<file path="src/rtl/ahb_rmon_pkg.sv">
package ahb_rmon_pkg;
  localparam int TRANS_W = 2;
  localparam int RESP_W  = 2;
  localparam int STATE_W = 3;

  localparam logic [TRANS_W-1:0] TK_IDLE = 2'b00;
  localparam logic [TRANS_W-1:0] TK_BUSY = 2'b01;
  localparam logic [RESP_W-1:0]  RC_OKAY = 2'b00;

  typedef enum logic [STATE_W-1:0] {
    ST_IDLE = 3'd0,
    ST_DONE = 3'd1,
    ST_WAIT = 3'd2,
    ST_RSP1 = 3'd3,
    ST_ERR  = 3'd7
  } mon_state_e;
endpackage

</file>
<file path="src/rtl/ahb_rmon_classify.sv">
module ahb_rmon_classify
  import ahb_rmon_pkg::*;
#(
  parameter int TW = TRANS_W,
  parameter int RW = RESP_W
) (
  input  logic          sel,
  input  logic [TW-1:0] trans,
  input  logic [RW-1:0] resp,
  output logic          sel_ctl,
  output logic          sel_act,
  output logic          resp_ok
);
  logic ctl_kind;

  always_comb begin
    ctl_kind = (trans == TW'(TK_IDLE)) || (trans == TW'(TK_BUSY));
    sel_ctl  = sel && ctl_kind;
    sel_act  = sel && !ctl_kind;
    resp_ok  = (resp == RW'(RC_OKAY));
  end
endmodule

</file>
<file path="src/rtl/ahb_rmon_hold.sv">
module ahb_rmon_hold #(
  parameter int RW = ahb_rmon_pkg::RESP_W
) (
  input  logic          clk,
  input  logic          rst_n,
  input  logic          load,
  input  logic [RW-1:0] d,
  output logic [RW-1:0] q
);
  logic [RW-1:0] q_r;

  always_ff @(posedge clk or negedge rst_n) begin
    if (!rst_n) begin
      q_r <= '0;
    end else if (load) begin
      q_r <= d;
    end
  end

  assign q = q_r;

  // remembered code only changes when a first response cycle is entered
  assert_hold_stable_R7: assert property (@(posedge clk) disable iff (!rst_n)
    !load |=> $stable(q_r));
endmodule

</file>
<file path="src/rtl/ahb_rmon_fsm.sv">
module ahb_rmon_fsm
  import ahb_rmon_pkg::*;
(
  input  logic       clk,
  input  logic       rst_n,
  input  logic       sel_ctl,
  input  logic       sel_act,
  input  logic       ready,
  input  logic       resp_ok,
  input  logic       resp_match,
  output mon_state_e state,
  output logic       load_code,
  output logic       err_flag
);
  mon_state_e state_q, state_d;
  logic       err_q;
  logic       err_d;

  always_comb begin
    state_d = state_q;
    unique case (state_q)
      ST_IDLE, ST_DONE: begin
        if (sel_act) begin
          if (ready) state_d = resp_ok ? ST_DONE : ST_ERR;
          else       state_d = resp_ok ? ST_WAIT : ST_RSP1;
        end else if (sel_ctl) begin
          state_d = (ready && resp_ok) ? ST_IDLE : ST_ERR;
        end else begin
          state_d = ST_IDLE;
        end
      end
      ST_WAIT: begin
        if (ready) state_d = resp_ok ? ST_DONE : ST_ERR;
        else       state_d = resp_ok ? ST_WAIT : ST_RSP1;
      end
      ST_RSP1: state_d = (ready && resp_match) ? ST_IDLE : ST_ERR;
      ST_ERR:  state_d = ST_ERR;
      default: state_d = ST_ERR;
    endcase
    load_code = (state_d == ST_RSP1);
    err_d     = err_q || (state_d == ST_ERR);
  end

  always_ff @(posedge clk or negedge rst_n) begin
    if (!rst_n) begin
      state_q <= ST_IDLE;
      err_q   <= 1'b0;
    end else begin
      state_q <= state_d;
      err_q   <= err_d;
    end
  end

  assign state    = state_q;
  assign err_flag = err_q;

  // error state is left only through reset
  assert_err_sticky_R8: assert property (@(posedge clk) disable iff (!rst_n)
    (state_q == ST_ERR) |=> (state_q == ST_ERR));

  // idle or busy transfer must get a zero-wait OKAY answer
  assert_ctl_answer_R3: assert property (@(posedge clk) disable iff (!rst_n)
    ((state_q == ST_IDLE || state_q == ST_DONE) && sel_ctl && !(ready && resp_ok))
      |=> (state_q == ST_ERR));

  // a wait may only end with an OKAY answer on a single cycle
  assert_wait_end_R6: assert property (@(posedge clk) disable iff (!rst_n)
    (state_q == ST_WAIT && ready && !resp_ok) |=> (state_q == ST_ERR));

  // wait with OKAY and ready low keeps waiting
  assert_wait_hold_R5: assert property (@(posedge clk) disable iff (!rst_n)
    (state_q == ST_WAIT && !ready && resp_ok) |=> (state_q == ST_WAIT));

  // deselected bus from a decode state returns to idle
  assert_desel_R2: assert property (@(posedge clk) disable iff (!rst_n)
    ((state_q == ST_IDLE || state_q == ST_DONE) && !sel_ctl && !sel_act)
      |=> (state_q == ST_IDLE));
endmodule

</file>
<file path="src/rtl/ahb_resp_monitor.sv">
module ahb_resp_monitor
  import ahb_rmon_pkg::*;
#(
  parameter int TW = TRANS_W,
  parameter int RW = RESP_W,
  parameter int SW = STATE_W
) (
  input  logic          clk,
  input  logic          rst_n,
  input  logic          bus_sel,
  input  logic [TW-1:0] bus_trans,
  input  logic          bus_ready,
  input  logic [RW-1:0] bus_resp,
  output logic [SW-1:0] mon_state,
  output logic          error_flag
);
  logic          sel_ctl, sel_act, resp_ok;
  logic          load_code;
  logic [RW-1:0] held_code;
  logic          resp_match;
  mon_state_e    state;

  ahb_rmon_classify #(.TW(TW), .RW(RW)) u_class (
    .sel     (bus_sel),
    .trans   (bus_trans),
    .resp    (bus_resp),
    .sel_ctl (sel_ctl),
    .sel_act (sel_act),
    .resp_ok (resp_ok)
  );

  ahb_rmon_hold #(.RW(RW)) u_hold (
    .clk   (clk),
    .rst_n (rst_n),
    .load  (load_code),
    .d     (bus_resp),
    .q     (held_code)
  );

  assign resp_match = (bus_resp == held_code);

  ahb_rmon_fsm u_fsm (
    .clk        (clk),
    .rst_n      (rst_n),
    .sel_ctl    (sel_ctl),
    .sel_act    (sel_act),
    .ready      (bus_ready),
    .resp_ok    (resp_ok),
    .resp_match (resp_match),
    .state      (state),
    .load_code  (load_code),
    .err_flag   (error_flag)
  );

  assign mon_state = SW'(state);

  // flag register and state register agree
  assert_flag_tracks_R8: assert property (@(posedge clk) disable iff (!rst_n)
    error_flag == (mon_state == SW'(ST_ERR)));

  // reserved codes never appear
  assert_code_legal_R8: assert property (@(posedge clk) disable iff (!rst_n)
    mon_state != SW'(4) && mon_state != SW'(5) && mon_state != SW'(6));

  // second response cycle with the same code completes to idle
  assert_rsp_done_R7: assert property (@(posedge clk) disable iff (!rst_n)
    (mon_state == SW'(ST_RSP1) && bus_ready && bus_resp == held_code)
      |=> (mon_state == SW'(ST_IDLE)));
endmodule

</file>
<file path="config.mk">
export PLATFORM = sky130hd
export DESIGN_NAME = ahb_resp_monitor
export DESIGN_NICKNAME = d
export VERILOG_FILES = /design/src/rtl/ahb_rmon_pkg.sv /design/src/rtl/ahb_rmon_classify.sv /design/src/rtl/ahb_rmon_hold.sv /design/src/rtl/ahb_rmon_fsm.sv /design/src/rtl/ahb_resp_monitor.sv
export SDC_FILE = /design/constraint.sdc
export NUM_CORES = 1
export LEC_CHECK = 0
export ABC_AREA = 0
export BUFFER_PORTS_ARGS = -buffer_cell sky130_fd_sc_hd__buf_4
export CAP_MARGIN = 30
export CORE_AREA = 2 2 39 41
export CTS_CLUSTER_DIAMETER = 50
export DETAILED_ROUTE_END_ITERATION = 10
export DIE_AREA = 0 0 41 43
export PLACE_DENSITY = 0.43
export REMOVE_ABC_BUFFERS = 1
export SLEW_MARGIN = 20
export SYNTH_ARGS = -nofsm -noshare
export SYNTH_HDL_FRONTEND = slang
export SYNTH_SLANG_ARGS = --single-unit
export TNS_END_PERCENT = 100
</file>
<file path="constraint.sdc">
create_clock -name clk -period 2 [get_ports clk]
set_clock_uncertainty 0.15 [all_clocks]
set_input_delay 0.3 -clock clk [delete_from_list [all_inputs] [get_ports clk]]
set_output_delay 0.3 -clock clk [all_outputs]
set_load 0.01 [all_outputs]
</file>
# == Word level (Yosys, flattened, before mapping) ==
# Cells that the tools add are included.
# word_totals
ff_bits,6
input_bits,8
output_inout_bits,4
elab_cells,29
# op_classes
eq_ne,7
muxes,8
reduce_logical,11
# op_table
cell,n
2-to-1 mux 3 bit,6
== test 3 x 2 -> 1 bit (second input constant),3
case mux 3 bit (3 select lines),1
logical AND 1 bit,4
logical NOT 2 bit,2
== test 3 x 1 -> 1 bit (second input constant),1
== test 3 bit (second input constant),1
logical NOT 3 bit,1
== test 2 x 1 -> 1 bit (second input constant),1
== test 2 bit,1
logical OR 1 bit,2
OR reduction 2 bit,1
logical NOT 1 bit,1
2-to-1 mux 1 bit,1

# == Depth between registers and ports, before layout ==
# Gate-level depths: netlist of run 1.
# logic_depth
word_depth,8
depth_mapped,5
mapped_depth_nobuf,5

# == Modules after synthesis ==
# Synthesis of run 1 repeated with hierarchy kept, for this count alone.
# hier_totals
cells_unflattened,33
hier_area_um2,364.1
# by_module_without_submodules
module,n_inst,cells_per_inst,area_per_inst_um2
ahb_rmon_fsm,1,23,250.2
ahb_rmon_hold,1,4,72.6
ahb_resp_monitor,1,3,21.3
ahb_rmon_classify,1,3,20.0

# == Worst setup path after synthesis of run 1 ==
# No wires, ideal clock.
# synth_timing
path_type,register to register
startpoint,reg u_hold.q_r[0] (netlist: u_hold.q[0])
endpoint,reg u_hold.q_r[0] (netlist: u_hold.q[0])
setup_ns,0.125
t_arrival_ns,1.417
t_required_ns,1.725
path_slack_ns,0.308
stages_incl_launch_ff,6
path_buffers,0
synth_period_minus_slack_ns,1.692
cell_sequence,dfrtp_1 -> xnor2_1 -> nand4_1 -> a311o_1 -> nand4b_1 -> mux2_2
# synth_via
elab_chain_len,5
# synth_rtl
element,line,source
"start, declared",ahb_rmon_hold.sv:10,logic [RW-1:0] q_r;
"start signal, assigned",ahb_rmon_hold.sv:14,q_r <= '0;
"start signal, assigned",ahb_rmon_hold.sv:16,q_r <= d;
== test 2 bit,ahb_resp_monitor.sv:40,assign resp_match = (bus_resp == held_code);
logical AND 1 bit,ahb_rmon_fsm.sv:36,ST_RSP1: state_d = (ready && resp_match) ? ST_IDLE : ST_ERR;
2-to-1 mux 3 bit,ahb_rmon_fsm.sv:36,
case mux 3 bit (3 select lines),ahb_rmon_fsm.sv:21,unique case (state_q)
via u_fsm.state_d[1],ahb_rmon_fsm.sv:15,"mon_state_e state_q, state_d;"
== test 3 x 2 -> 1 bit,ahb_rmon_fsm.sv:40,load_code = (state_d == ST_RSP1);
# The timed path passes the listed nets, and every way through them passes these cells.
# A chain may end at the register's enable or synchronous reset.

# == Worst setup path after layout of run 1 ==
# Same ends and word-level chain as after synthesis.

==> results of run 1 <==
[area by class of cell]
cell class / count / share of cell area (%)
Timing Repair Buffer: 11 / 18.5
Inverter: 1 / 0.817
Multi-Input combinational cell: 25 / 38.7
Tap cell: 16 / 4.36
Clock buffer: 3 / 4.90
Sequential cell: 6 / 32.7
[cell usage in the layout, fill, tap and decap left out]
master         synthesis  routed
nand2_1                1       1
a311o_1                1       1
a211o_1                1       1
nand2b_1               2       2
xnor2_1                2       2
inv_1                  1       1
dlygate4sd3_1          0       1
nor3b_2                1       1
nor2_1                 2       2
mux2_2                 2       2
nand4b_1               1       1
nand3_1                1       1
clkbuf_4               0       3
nor3_1                 1       1
nand4_1                1       1
dfrtp_1                6       6
a311oi_2               1       1
a21oi_1                1       1
nor2b_1                1       1
or2_1                  1       1
buf_4                  0      10
o21ai_0                5       5
[through the flow]
stage / power, W / util, % / hold WS [ps] / worst slack [ps] / cells
4_1_cts: 0.000273 / 33.2 / 192 / 186 / 62
2_1_floorplan: 0.000143 / - / -146 / 308 / 32
6_report: 0.000265 / 33.2 / 199 / 199 / 62
3_3_place_gp: 0.000160 / 30.8 / -42.2 / 83.0 / 58
3_5_place_dp: 0.000161 / 30.8 / -37.5 / 86.5 / 58
5_1_grt: 0.000286 / 33.2 / 201 / 50.4 / 62
[where the power goes]
group / internal, W / leakage (nW) / switching, W / total, W
Combinational: 0.0000177 / 0.100 / 0.0000147 / 0.0000324
Clock: 0.0000675 / 0.0138 / 0.0000381 / 0.000106
Sequential: 0.000125 / 0.0624 / 0.00000211 / 0.000127
[sequential cells by signal, indices dropped and copies added (netlist names)]
name,count
u_fsm.state,3
u_hold.q,2
u_fsm.err_flag,1
[worst min-delay path by stage]
| stage | end | slack [ps] |
|---|---|---|
| floorplan | u_fsm.err_flag | -150 |
| global placement | u_fsm.err_flag | -40 |
| detailed placement | u_fsm.err_flag | -40 |
| CTS | u_hold.q[1] | 190 |
| global route | u_hold.q[1] | 200 |
| finish | u_hold.q[1] | 200 |
[logic make-up (layout without fill, tap and decap cells)]
logic type	Yosys count	in the layout
simple gates	12	12
flops	6	6
buf+inv	1	15
xor+xnor	2	2
compound gates	9	9
mux	2	2
[layer usage]
metal	GRT usage, %	routed length (um)	vias to the layer above	share of wire, %
li1	-	-	148	-
met2	13.4	313	8	49
met3	7.85	53	0	8.3
met4	4.00	0	0	0
met5	0	0	-	0
met1	14.7	269	123	42
==> qor.yml, run 1 <==
cts:
  root_buffer: "clkbuf_4"
  cts_buffers: 3
  cts_tree: "yes"
  cts_buffer_depth: 2
  cts.clk_slew.worst_paths_ps: 40
  cts-resized-gates: 0
  cts_max_level: 1
  clkLatencyLatePin_ps: 240
  postCtsHoldBufs: 1
  cts.sinks: 6
  cts_setup_buffers: 0
routing:
  first_pass_iters: 3
  drt_iter0_markers: 4
  via_per_inst: 4.50
  num_vias: 279
  ant_nets: 0
  routedWlPerCell_um: 10.3
  routed_wl_um: 637
  drc: 0
layout:
  n_fill_cell: 153
  nets: 56
  drive_gt1_share_pct: 37.0
  multi_input_area_um2: 178
  area_growth_pct: 38.5
  layout.cell_area.non_filler_um2: 459
  diodes: 0
  regArea_um2: 150
logic_synthesis:
  synth_xor_area_share_pct: 5.28
  netlist.area_leader.share_pct: 45.3
  synth_top_area_cell: "dfrtp_1"
  synth-compound-area-share_pct: 19.2
  synth-edff-count: 0
  synth_ff_type: "dfrtp_1"
  muxShareOfSynthArea_pct: 6.79
  synth_top_family_by_area: "simple AND/OR/NAND/NOR gates"
  synth_seq_cells: 6
  synth.most_common_cell: "dfrtp_1"
  mappedNetlistArea_um2: 332
  synthSimpleGateAreaFrac_pct: 22.3
  seq_area_frac_synth_pct: 45.3
  async_flop_share_pct: 100
  yosys_warnings: 0
  synth.area.top_cells: "dfrtp_1 (45%), o21ai_0 (7.5%), mux2_2 (6.8%)"
  synth_common_cells: "dfrtp_1 (6), o21ai_0 (5)"
  synth_cell_types: 19
  synthCells: 32
  synthAdderAreaFrac_pct: 0
  syn_avg_cell_area_um2: 10.4
floorplan:
  ios: 12
  core.rowCount: 14
  die_x_um: 41
  fp.coreArea_um2: 1380
  die_h_um: 43
  initial_core_util_pct: 24.0
  dieArea_um2: 1760
critical_path:
  crit_type: "flip-flop to flip-flop"
  worstSetupEndpoint: "u_hold.q[0]"
  cp.required_ps: 1970
  reg2reg_depth: 5
  worstReg2RegEnd: "u_hold.q[0]"
  crit_chain: "xnor2_1, nand4_1, a311o_1, nand4b_1, mux2_2"
  crit_family: "flip-flops"
  critPathBufInv: 0
  path_depth: 5
  worstPathMaxFanout: 2
  timing.critical_path.slowest_cell_delay_ps: 380
  critical_path_arrival_ps: 1770
  crit_start: "u_hold.q[0]"
  reg2reg_slack_ps: 200
  start_kind: "flip-flop"
  cp-end-kind: "flip-flop"
  r2r-start: "u_hold.q[0]"
  crit_path_top_delay_cell: "dfrtp_1"
timing:
  drv_slew: 0
  worst_pin_slew_ps: 277
  finalSetupTns_ps: 0
  hold_viol_final: 0
  max_freq_mhz: 555
  finalCriticalPeriod_ps: 1800
  slew-limit-headroom_pct: 81.6
  final.period_utilization_pct: 90.1
  setup_viol: 0
  rsz0062_at_grt: "no"
power_and_ir_drop:
  leakagePower_nw: 0.176
  irDropWorstVdd_v: 0.000235
  power.density_nw_per_um2: 578
run:
  max_cap_violations: 0
placed_design:
  place_congestion: 0.683
  dpl.hpwl_um: 528
  placed_area_um2: 427
  io_buffer_count: 10
global_routing:
  first_global_vias: 278
  antenna_found_initial: 0
  grt_max_degree: 7
  grt_pass1_wl_mm: 1.27
  grt-ovfl-total: 0
  grt_usage_pct: 11.0
worst_hold_path:
  min_path_cells: 2
  hp-class: "input pin to flip-flop"
  min_from: "bus_resp[1]"
status:
  status: "finished clean"
No activity file was read; power rests on OpenSTA's default activity.
==> inputs of run 2 (changes only) <==
--- a/config.mk
+++ b/config.mk
@@ -6,13 +6,14 @@
 export NUM_CORES = 1
 export LEC_CHECK = 0
 export ABC_AREA = 0
-export BUFFER_PORTS_ARGS = -buffer_cell sky130_fd_sc_hd__buf_4
 export CAP_MARGIN = 30
 export CORE_AREA = 2 2 39 41
 export CTS_CLUSTER_DIAMETER = 50
+export CTS_CLUSTER_SIZE = 25
 export DETAILED_ROUTE_END_ITERATION = 10
 export DIE_AREA = 0 0 41 43
-export PLACE_DENSITY = 0.43
+export DONT_BUFFER_PORTS = 1
+export PLACE_DENSITY = 0.35
 export REMOVE_ABC_BUFFERS = 1
 export SLEW_MARGIN = 20
 export SYNTH_ARGS = -nofsm -noshare
==> run 2 against run 1 <==
Net effect:
- die area unchanged
- sequential share of layout area up 5.6 points
- sequential power is essentially flat
- worst setup slack lost 6.3 ps
- worst hold slack got worse by 140 ps
- largest cell class unchanged
- cell area is 15% lower
- critical path depth did not move
- largest power group unchanged
- flip-flop and latch count unchanged
- cell count fell by 15%
- via count shrank 7.5%
- first-iteration DRC count down 25%
- wire length is 5.3% higher
==> qor.yml, run 2 (synthesis gave the netlist of run 1 again) <==
routing:
  routed_wl_um: 671
  drc: 0
  routedWlPerCell_um: 12.7
  wl_met3_um: 93
  ant_nets: 0
  routed.top_layer: "met4"
  first_pass_iters: 2
  drt_iter0_markers: 3
  num_vias: 258
  dr_wl_met2_um: 284
  drt-met1-wl_um: 284
  via_per_inst: 4.87
layout:
  regArea_um2: 150
  largest_reg_flops: 3
  drive_gt1_share_pct: 21.6
  multi_input_area_um2: 178
  n_fill_cell: 151
  mostFrequentLayoutCells: "dfrtp_1 (6), o21ai_0 (5), clkbuf_4 (3)"
  diodes: 0
  nets: 47
  final_common_cell: "dfrtp_1"
  area_growth_pct: 18.1
critical_path:
  start_kind: "flip-flop"
  critical_path_arrival_ps: 1780
  cp.required_ps: 1980
  worstPathMaxFanout: 2
  crit_type: "flip-flop to flip-flop"
  cp-end-kind: "flip-flop"
global_routing:
  grt_max_degree: 7
  antenna_found_initial: 0
  grt_pass1_wl_mm: 1.20
  grt_usage_pct: 10.5
  first_global_vias: 293
  grt-ovfl-total: 0
power_and_ir_drop:
  irDropWorstVdd_v: 0.000362
  power.density_nw_per_um2: 657
  leakagePower_nw: 0.135
floorplan:
  initial_core_util_pct: 24.0
  die_h_um: 43
  core.rowCount: 14
  die_x_um: 41
  ios: 12
  dieArea_um2: 1760
  fp.coreArea_um2: 1380
run:
  max_cap_violations: 0
timing:
  finalCriticalPeriod_ps: 1810
  worst_pin_slew_ps: 268
  rsz0062_at_grt: "no"
  hold_ws_ps: 56.5
  finalSetupTns_ps: 0
  drv_slew: 0
  slew-limit-headroom_pct: 82.0
  setup_viol: 0
  hold_viol_final: 0
  final.period_utilization_pct: 90.4
  max_freq_mhz: 553
cts:
  cts_setup_buffers: 0
  clkLatencyLatePin_ps: 240
  cts.clk_slew.worst_paths_ps: 40
  cts_buffers: 3
  cts_tree: "yes"
  cts.sinks: 6
  cts_buffer_depth: 2
  root_buffer: "clkbuf_4"
  cts_max_level: 1
status:
  status: "finished clean"
placed_design:
  dpl.hpwl_um: 547
  place_congestion: 0.676
  io_buffer_count: 0
worst_hold_path:
  hp-class: "input pin to flip-flop"
==> run 2: repair_timing <==
item                                   CTS  global route
hold buffers                             1             0
gates resized for setup                  0             0
endpoints found under the hold margin    6             0
==> run 2: final cells by class <==
| class | instances | share of cell area (%) |
|---|---|---|
| multi-input combinational | 25 | 45.4 |
| sequential | 6 | 38.3 |
| clock buffer | 3 | 5.75 |
| tap | 16 | 5.11 |
| timing repair buffer | 2 | 4.47 |
| inverter | 1 | 0.958 |
==> run 2: per-layer routing <==
metal  global-route usage [%]  vias up
met3                     8.38        2
met5                        0        -
met2                     13.4       12
li1                         -      129
met4                     6.00        0
met1                     11.8      115
==> run 2: report_power, final <==
part / total (W) / switching, W / internal, W / leakage (nW)
Combinational: 0.0000189 / 0.00000853 / 0.0000104 / 0.0589
Clock: 0.000111 / 0.0000433 / 0.0000678 / 0.0138
Sequential: 0.000127 / 0.00000215 / 0.000125 / 0.0624
Total: 0.000257 / 0.0000540 / 0.000203 / 0.135
==> run 2: stage by stage <==
step | total power, W | cells | instance area (um2) | utilization [%] | setup slack, ps
floorplan | 0.000143 | 32 | 332 | - | 308
global placement | 0.000145 | 49 | 359 | 25.9 | 189
detailed placement | 0.000145 | 49 | 359 | 25.9 | 194
CTS | 0.000264 | 53 | 392 | 28.3 | 191
global route | 0.000273 | 53 | 392 | 28.3 | 12.6
finish | 0.000257 | 53 | 392 | 28.3 | 192
==> run 2: path summary, 6_finish.rpt <==
check / startpoint / end / slack [ps] / depth (start not counted)
setup / recovery: u_hold.q[1] / u_hold.q[1] / 190 / 5
hold / removal: bus_resp[0] / u_hold.q[0] / 60 / 1
setup reg to reg: u_hold.q[1] / u_hold.q[1] / 190 / 5
hold reg to reg: u_hold.q[1] / u_hold.q[1] / 380 / 1
max in group asynchronous: rst_n / u_hold.q[1] / 1280 / 1
min in group asynchronous: rst_n / u_fsm.err_flag / 210 / 1
==> run 2: critical path: stages, from the launching register on <==
cell and delay [ps]:
dfrtp_1 380, xnor2_1 200, nand4_1 120, a311o_1 340
nand4b_1 150, mux2_2 350
==> inputs of run 3 (changes only) <==
--- a/config.mk
+++ b/config.mk
@@ -7,13 +7,15 @@
 export LEC_CHECK = 0
 export ABC_AREA = 0
 export CAP_MARGIN = 30
+export CELL_PAD_IN_SITES_DETAIL_PLACEMENT = 0
+export CELL_PAD_IN_SITES_GLOBAL_PLACEMENT = 1
 export CORE_AREA = 2 2 39 41
 export CTS_CLUSTER_DIAMETER = 50
 export CTS_CLUSTER_SIZE = 25
 export DETAILED_ROUTE_END_ITERATION = 10
 export DIE_AREA = 0 0 41 43
 export DONT_BUFFER_PORTS = 1
-export PLACE_DENSITY = 0.35
+export PLACE_DENSITY = 0.44
 export REMOVE_ABC_BUFFERS = 1
 export SLEW_MARGIN = 20
 export SYNTH_ARGS = -nofsm -noshare
==> run 3 against run 2 <==
Net effect:
- sequential share of layout area up 0.75 points
- sequential power hardly changed
- wire length increased by 4.0%
- maximum frequency grew 0.25%
- combinational power about the same
- critical path depth unchanged
- largest power group unchanged
==> qor.yml, run 3 (synthesis gave the netlist of run 1 again) <==
floorplan:
  die_x_um: 41
  initial_core_util_pct: 24.0
  dieArea_um2: 1760
  fp.coreArea_um2: 1380
  die_h_um: 43
  ios: 12
  core.rowCount: 14
critical_path:
  critPathBufInv: 0
  start_kind: "flip-flop"
  crit_start: "u_hold.q[1]"
  timing.critical_path.slowest_cell_delay_ps: 380
  cp-end-kind: "flip-flop"
  crit_chain: "xnor2_1, nand3_1, a311oi_2, nand4b_1, mux2_2"
  critical_path_arrival_ps: 1770
  crit_family: "flip-flops"
  worstPathMaxFanout: 3
  crit_path_top_delay_cell: "dfrtp_1"
  crit_type: "flip-flop to flip-flop"
  r2r-start: "u_hold.q[1]"
  cp.required_ps: 1970
global_routing:
  grt_use_met1_pct: 12.2
  grt-ovfl-total: 0
  grt_max_degree: 7
  met2_usage_pct: 13.8
  grtUsageMet3_pct: 9.42
  grt_usage_pct: 11.2
  grt_pass1_wl_mm: 1.23
  first_global_vias: 271
  busiest_layer: "met2"
  antenna_found_initial: 0
power_and_ir_drop:
  p_comb_share_pct: 7.3
  irDropWorstVdd_v: 0.000386
  power.density_nw_per_um2: 663
  p_int_w: 0.000203
  share_seq_of_total_power_pct: 50.1
  clkPwrFrac_pct: 42.6
  swShare_pct: 20.2
  leakagePower_nw: 0.131
  p_switching_w: 0.0000514
layout:
  diodes: 0
  largest_reg_flops: 3
  area_growth_pct: 15.8
  drive_gt1_share_pct: 19.4
  nets: 46
  fin_cells: 52
  final_common_cell: "dfrtp_1"
  multi_input_area_um2: 178
  regArea_um2: 150
  mostFrequentLayoutCells: "dfrtp_1 (6), o21ai_0 (5), clkbuf_4 (3)"
  n_fill_cell: 149
placed_design:
  place_congestion: 0.604
  preCtsSetupSlack_ps: 187
  dp_cells: 48
  io_buffer_count: 0
  dpl.hpwl_um: 543
timing:
  setup_slack_ps: 197
  hold_viol_final: 0
  finalCriticalPeriod_ps: 1800
  worst_pin_slew_ps: 293
  setup_viol: 0
  final.period_utilization_pct: 90.2
  slew-limit-headroom_pct: 80.5
  max_freq_mhz: 555
  drv_slew: 0
  finalSetupTns_ps: 0
  rsz0062_at_grt: "no"
routing:
  via_per_inst: 4.87
  drc: 0
  drt_iter0_markers: 7
  routedWlPerCell_um: 13.4
  routed_wl_um: 698
  first_pass_iters: 4
  num_vias: 253
  ant_nets: 0
cts:
  postCtsHoldBufs: 1
  cts_buffers: 3
  cts_setup_buffers: 0
  cts.sinks: 6
  cts_buffer_depth: 2
  clkLatencyLatePin_ps: 240
  cts-resized-gates: 0
  root_buffer: "clkbuf_4"
  cts_tree: "yes"
  cts.clk_slew.worst_paths_ps: 40
  cts_max_level: 1
worst_hold_path:
  min_from: "bus_resp[0]"
  hp-class: "input pin to flip-flop"
run:
  max_cap_violations: 0
status:
  status: "finished clean"
## run 3: changes by cell type in the layout (fill, tap and decap cells not counted)
| cell | delta |
|---|---|
| buf_4 | -1 |
## run 3: layout make-up
type,instances,share of cell area [%]
well taps,16,5.21
repair buffers,1,2.61
multi-input cells,25,46.3
flip-flops and latches,6,39.1
inverters,1,0.977
clock buffers,3,5.86
## run 3: metal layers
layer | up-vias | share of wire [%] | wire length (um)
met3 | 0 | 16 | 110
met1 | 112 | 39 | 274
met4 | 0 | 0 | 0
met5 | - | 0 | 0
met2 | 14 | 45 | 313
li1 | 127 | - | -
## run 3: final timing paths
| path | slack [ps] | cells after the start | to |
|---|---|---|---|
| max | 200 | 5 | u_hold.q[1] |
| min | 60 | 1 | u_hold.q[0] |
| max reg2reg | 200 | 5 | u_hold.q[1] |
| min reg2reg | 390 | 1 | u_fsm.err_flag |
| max in group asynchronous | 1280 | 1 | u_hold.q[1] |
| min in group asynchronous | 210 | 1 | u_fsm.state[2] |
## run 3: power by group through the flow
stage,sequential [W],combinational [W],clock [W]
floorplan,0.000129,0.0000141,0
global placement,0.000129,0.0000162,0
detailed placement,0.000129,0.0000155,0
CTS,0.000127,0.0000190,0.000114
global route,0.000127,0.0000221,0.000128
finish,0.000127,0.0000186,0.000108
## run 3: stage by stage
step | cell area [um2] | total power (W) | utilization, % | hold slack [ps]
2_1_floorplan | 332 | 0.000143 | - | -146
5_1_grt | 384 | 0.000277 | 27.8 | 39.9
6_report | 384 | 0.000255 | 27.8 | 61.0
3_5_place_dp | 352 | 0.000145 | 25.4 | -145
3_3_place_gp | 352 | 0.000145 | 25.4 | -145
4_1_cts | 384 | 0.000260 | 27.8 | 51.8
